<file path="config.mk">
export PLATFORM = sky130hd
export DESIGN_NAME = lockstep_spare_ctrl
export DESIGN_NICKNAME = d
export VERILOG_FILES = /design/src/rtl/lps_pkg.sv /design/src/rtl/lps_pair_cmp.sv /design/src/rtl/lps_ckpt_timer.sv /design/src/rtl/lps_ckpt_store.sv /design/src/rtl/lockstep_spare_ctrl.sv
export SDC_FILE = /design/constraint.sdc
export NUM_CORES = 1
export LEC_CHECK = 0
export ABC_AREA = 1
export BUFFER_PORTS_ARGS = -buffer_cell sky130_fd_sc_hd__buf_2
export CELL_PAD_IN_SITES_DETAIL_PLACEMENT = 0
export CELL_PAD_IN_SITES_GLOBAL_PLACEMENT = 1
export CORE_UTILIZATION = 37
export CTS_CLUSTER_DIAMETER = 50
export DETAILED_ROUTE_END_ITERATION = 8
export PLACE_DENSITY_LB_ADDON = 0.1
export RECOVER_POWER = 100
export SLEW_MARGIN = 10
export SYNTH_ARGS = -nofsm -noshare
export SYNTH_HDL_FRONTEND = slang
export SYNTH_HIERARCHICAL = 1
export SYNTH_SLANG_ARGS = --single-unit
</file>
<file path="constraint.sdc">
create_clock -name clk -period 5.3 [get_ports clk]
set_input_delay 1.325 -clock clk [delete_from_list [all_inputs] [get_ports clk]]
set_output_delay 1.325 -clock clk [all_outputs]
set_load 0.05 [all_outputs]
</file>
<file path="src/rtl/lps_pkg.sv">
package lps_pkg;
  localparam int NUM_PAIRS  = 2;
  localparam int PAIR_COPIES = 2;
  localparam int NUM_MODS   = NUM_PAIRS * PAIR_COPIES;

  typedef enum logic {
    CTL_RUN  = 1'b0,
    CTL_HALT = 1'b1
  } ctl_state_t;
endpackage

</file>
<file path="src/rtl/lps_pair_cmp.sv">
module lps_pair_cmp #(
  parameter int DATA_W  = 16,
  parameter int STATE_W = 16
) (
  input  logic               v0,
  input  logic               v1,
  input  logic [DATA_W-1:0]  d0,
  input  logic [DATA_W-1:0]  d1,
  input  logic [STATE_W-1:0] s0,
  input  logic [STATE_W-1:0] s1,
  output logic               mism
);
  logic strobe_diff, data_diff, state_diff;

  always_comb begin
    strobe_diff = v0 ^ v1;
    data_diff   = v0 && v1 && (d0 != d1);
    state_diff  = (s0 != s1);
    mism        = strobe_diff | data_diff | state_diff;
  end
endmodule

</file>
<file path="src/rtl/lps_ckpt_timer.sv">
module lps_ckpt_timer #(
  parameter int INTERVAL = 8
) (
  input  logic clk,
  input  logic rst,
  input  logic en,
  input  logic clear,
  output logic due
);
  localparam int CNT_W = (INTERVAL > 1) ? $clog2(INTERVAL) : 1;
  localparam logic [CNT_W-1:0] LAST = CNT_W'(INTERVAL - 1);

  logic [CNT_W-1:0] cnt;

  assign due = en && (cnt == LAST);

  always_ff @(posedge clk) begin
    if (rst || clear) begin
      cnt <= '0;
    end else if (en) begin
      if (cnt == LAST) cnt <= '0;
      else             cnt <= cnt + 1'b1;
    end
  end
endmodule

</file>
<file path="src/rtl/lps_ckpt_store.sv">
module lps_ckpt_store #(
  parameter int STATE_W = 16,
  parameter int SLOTS   = 2
) (
  input  logic               clk,
  input  logic               rst,
  input  logic               wr_en,
  input  logic [STATE_W-1:0] wr_data,
  output logic [STATE_W-1:0] rd_data,
  output logic               have_ckpt
);
  localparam int PTR_W = (SLOTS > 1) ? $clog2(SLOTS) : 1;
  localparam logic [PTR_W-1:0] LAST_SLOT = PTR_W'(SLOTS - 1);

  logic [STATE_W-1:0] mem [SLOTS];
  logic [PTR_W-1:0]   wr_ptr;
  logic [PTR_W-1:0]   last_ptr;

  // Storage array: no reset, synchronous read, so it maps to block RAM.
  always_ff @(posedge clk) begin
    if (wr_en) mem[wr_ptr] <= wr_data;
    rd_data <= mem[last_ptr];
  end

  always_ff @(posedge clk) begin
    if (rst) begin
      wr_ptr    <= '0;
      last_ptr  <= '0;
      have_ckpt <= 1'b0;
    end else if (wr_en) begin
      last_ptr  <= wr_ptr;
      have_ckpt <= 1'b1;
      wr_ptr    <= (wr_ptr == LAST_SLOT) ? '0 : wr_ptr + 1'b1;
    end
  end
endmodule

</file>
<file path="src/rtl/lockstep_spare_ctrl.sv">
module lockstep_spare_ctrl
  import lps_pkg::*;
#(
  parameter int DATA_W        = 16,
  parameter int STATE_W       = 16,
  parameter int CKPT_INTERVAL = 8,
  parameter int CKPT_SLOTS    = 2
) (
  input  logic                          clk,
  input  logic                          rst,
  input  logic [NUM_MODS-1:0]           mod_valid,
  input  logic [NUM_MODS*DATA_W-1:0]    mod_data,
  input  logic [NUM_MODS*STATE_W-1:0]   mod_state,
  output logic                          out_valid,
  output logic [DATA_W-1:0]             out_data,
  output logic                          ckpt_commit,
  output logic                          restart,
  output logic [STATE_W-1:0]            restart_state,
  output logic                          active_pair,
  output logic [NUM_PAIRS-1:0]          pair_fault,
  output logic                          unrecov
);
  ctl_state_t         ctl;
  logic [NUM_PAIRS-1:0] p_mism;
  logic [NUM_PAIRS-1:0] p_v0;
  logic [DATA_W-1:0]  p_d0 [NUM_PAIRS];
  logic [STATE_W-1:0] p_s0 [NUM_PAIRS];

  for (genvar p = 0; p < NUM_PAIRS; p++) begin : g_pair
    localparam int M0 = p * PAIR_COPIES;
    localparam int M1 = M0 + 1;
    lps_pair_cmp #(.DATA_W(DATA_W), .STATE_W(STATE_W)) i_cmp (
      .v0   (mod_valid[M0]),
      .v1   (mod_valid[M1]),
      .d0   (mod_data[M0*DATA_W +: DATA_W]),
      .d1   (mod_data[M1*DATA_W +: DATA_W]),
      .s0   (mod_state[M0*STATE_W +: STATE_W]),
      .s1   (mod_state[M1*STATE_W +: STATE_W]),
      .mism (p_mism[p])
    );
    assign p_v0[p] = mod_valid[M0];
    assign p_d0[p] = mod_data[M0*DATA_W +: DATA_W];
    assign p_s0[p] = mod_state[M0*STATE_W +: STATE_W];
  end

  logic standby;
  logic act_mism, stby_mism, stby_bad;
  logic running, do_halt, do_takeover, due, ckpt_wr;
  logic restart_pend;
  logic [STATE_W-1:0] ckpt_rd;
  logic have_ckpt;

  always_comb begin
    standby     = ~active_pair;
    act_mism    = p_mism[active_pair];
    stby_mism   = p_mism[standby];
    stby_bad    = stby_mism | pair_fault[standby];
    running     = (ctl == CTL_RUN);
    do_halt     = running && act_mism && stby_bad;
    do_takeover = running && act_mism && !stby_bad;
    ckpt_wr     = due && !act_mism;
  end

  lps_ckpt_timer #(.INTERVAL(CKPT_INTERVAL)) i_timer (
    .clk   (clk),
    .rst   (rst),
    .en    (running),
    .clear (do_takeover),
    .due   (due)
  );

  lps_ckpt_store #(.STATE_W(STATE_W), .SLOTS(CKPT_SLOTS)) i_store (
    .clk       (clk),
    .rst       (rst),
    .wr_en     (ckpt_wr),
    .wr_data   (p_s0[active_pair]),
    .rd_data   (ckpt_rd),
    .have_ckpt (have_ckpt)
  );

  always_ff @(posedge clk) begin
    if (rst) begin
      ctl           <= CTL_RUN;
      active_pair   <= 1'b0;
      pair_fault    <= '0;
      unrecov       <= 1'b0;
      out_valid     <= 1'b0;
      out_data      <= '0;
      ckpt_commit   <= 1'b0;
      restart       <= 1'b0;
      restart_pend  <= 1'b0;
      restart_state <= '0;
    end else begin
      out_valid    <= 1'b0;
      ckpt_commit  <= 1'b0;
      restart      <= 1'b0;
      restart_pend <= 1'b0;
      if (do_halt) begin
        ctl                     <= CTL_HALT;
        unrecov                 <= 1'b1;
        pair_fault[active_pair] <= 1'b1;
        if (stby_mism) pair_fault[standby] <= 1'b1;
      end else if (do_takeover) begin
        pair_fault[active_pair] <= 1'b1;
        active_pair             <= standby;
        restart_pend            <= 1'b1;
      end else if (running) begin
        out_valid   <= p_v0[active_pair];
        out_data    <= p_d0[active_pair];
        ckpt_commit <= ckpt_wr;
      end
      if (restart_pend && running && !do_halt) begin
        restart       <= 1'b1;
        restart_state <= have_ckpt ? ckpt_rd : '0;
      end
    end
  end
endmodule

</file>
==> run metrics <==
drt first pass iters=5; # placed instances=about 1,100; Max IR drop VDD=approximately 190 µV; Vias=4,924; Setup violations, final=0; worst min-delay path category=register to register; Final Slew Violations=40; vias in the first global route=between 4,000 and 5,000; status=finished with violations; violated checks=capacitance limit, slew limit; final cycle utilization of the critical path=about three quarters; # fillers=around 1,500; Mapped Area=0.00515 mm²; Synth top area share=24.1%; Hold Buf Count CTS=0; Pleak=~3.3 nW; Initial Util=between 30% and 40%; Mean Syn Cell Area=approximately 6.5 µm²; grt ovf=0; top post-synthesis cells by count=nand2_1, inv_1, nor2_1; Worst-path clk slew=roughly 0.07 ns; Yosys warnings=6; P&R area growth vs syn=22.3%; Slew @ Worst Pin=a little under 2 ns; CTS buffer count=9; CORE AREA=around 0.013 mm²; top_reg_cell synth=dfxtp_1; hold_ws=~0.45 ns; flops & latches, synth=between 90 and 100; Die X=120 µm; CTS tree=yes; GP Congestion=between 0.8 and 0.9; Synth Instances=roughly 800; CP required=approximately 4.0 ns; setup TNS=0 ns; largest net degree at the start of global routing=40; H-tree depth reported by CTS=3; number of max-cap violations=1; Critical Path AT=around 2.6 ns; Sink Count=between 90 and 100; die area=approximately 0.014 mm²; chip height=between 100 and 150 µm; hpwl dp=approximately 10,000 µm; Rows=42; maximum net fanout on the critical path=39; first-pass GRT wire length=roughly 21,000 µm; sequential-to-total area share from yosys stat=between 40% and 50%; slew margin rel.=-31.2%; vias per std cell=about 4.4; WL final=roughly 13,000 µm; Distinct cells, synth=27; PortBufs=approximately 170; critical path class=register to primary output; async set-reset flop share out of synthesis=0%; pwr/cell area=between 200 and 300 mW/mm²; Layout Nets=approximately 1,100; fmax=257 MHz; Setup Buffers After CTS=0; Clock Latency Late Sink=~0.34 ns; share of post-route cells with drive strength above 1=roughly 16%; antenna diode count=0; gr usage total=between 15 and 20%; Non-Filler Instances=1,129; most frequent cell after synthesis=nand2_1; post-layout minimum cycle time=between 3 and 4 ns; Clock Skew=0.00454 ns; RSZ-0062 raised after global routing=no; Max Root-Sink Buffers=2; # IOs=approximately 170; Synth area leaders=dfxtp_1, nand2_1, edfxtp_1, inv_1, nor2_1; Post-synth EDFFs=32; Wirelength per Cell=around 12 µm; Root Driver=clkbuf_16; Startpoint Class=register; post-route ant nets=0; Crit. End Element=primary output; drt drc=0; Syn Nets=926; post-CTS resize count=0; Starting DRT DRC Count=253; Synth area leader=dfxtp_1; final hold violation count=0; initial antenna violation count=0
worst paths after layout:
check | from | to | slack (ns) | depth (start not counted)
setup / recovery | active_pair | active_pair | 1.40 | 2
hold / removal | i_store/mem[1][9] | i_store/rd_data[9] | 0.45 | 2
setup reg to reg | active_pair | restart_state[6] | 1.66 | 8
hold reg to reg | i_store/mem[1][9] | i_store/rd_data[9] | 0.45 | 2
cell type report:
class,instances,area (µm²),area share (%)
well taps,176,220,3.49
multi-input cells,548,2320,36.8
flip-flops and latches,94,2200,34.9
clock inverters,7,80.1,1.27
inverters,122,458,7.26
clock buffers,9,225,3.57
repair buffers,173,798,12.7
per-stage QoR:
stage	util (%)	area, µm²	setup slack [ns]	total power, mW
floorplan	-	5150	1.99	0.875
global placement	45.6	6100	1.61	0.960
detailed placement	45.6	6100	1.52	0.964
CTS	47.8	6410	1.87	1.61
global route	47.0	6300	1.06	1.67
finish	47.0	6300	1.40	1.59
routing by layer:
layer,global-route usage [%],vias to the layer above,wire length [µm]
li1,-,2686,-
met1,24.6,2084,6210
met2,29.2,137,5800
met3,4.47,17,757
met4,6.33,0,294
met5,0,-,0
cell families after synthesis:
group	Yosys count	synth area share (%)
xor+xnor	10	1.70
simple gates	479	37.5
flops	94	42.7
compound gates	54	5.24
mux	1	0.194
fa+ha+maj	4	0.971
buf+inv	146	11.6
report_power, final:
part           switching [mW]  total, mW  internal, mW
sequential            0.00305      0.751         0.748
clock                   0.279      0.652         0.372
combinational           0.113      0.191        0.0778
cells in the final DEF, fill, tap and decap left out:
| cell type | count |
|---|---|
| inv_6 | 2 |
| nor2_2 | 7 |
| inv_1 | 119 |
| edfxtp_1 | 32 |
| dfxtp_1 | 62 |
| xor2_1 | 2 |
| nand2_4 | 2 |
| nand3_2 | 2 |
| buf_2 | 119 |
| or2_2 | 2 |
| o21ai_0 | 19 |
| nor2_1 | 104 |
| or2_1 | 2 |
| xnor2_1 | 8 |
| mux2i_1 | 1 |
| bufinv_16 | 1 |
| nand2_1 | 323 |
| clkinv_4 | 2 |
| clkbuf_16 | 9 |
| inv_8 | 1 |
| ha_1 | 4 |
| clkbuf_1 | 54 |
| nor3_1 | 3 |
| inv_2 | 2 |
| nand3_1 | 32 |
| nand2_2 | 2 |
| clkinv_1 | 2 |
| a21oi_1 | 35 |
critical path: stages (launching register included):
cell and delay (ns):
dfxtp_1 0.34, clkbuf_1 1.41, buf_2 0.49
state kept, by name (all words and copies together), names as in the netlist:
register	cells
i_store/have_ckpt	1
i_store/rd_data	16
pair_fault	2
restart_pend	1
i_store/last_ptr	1
out_valid	1
i_timer/cnt	3
ctl	1
restart_state	16
i_store/mem	32
ckpt_commit	1
i_store/wr_ptr	1
active_pair	1
restart	1
out_data	16
(Power assumes the default switching activity.)
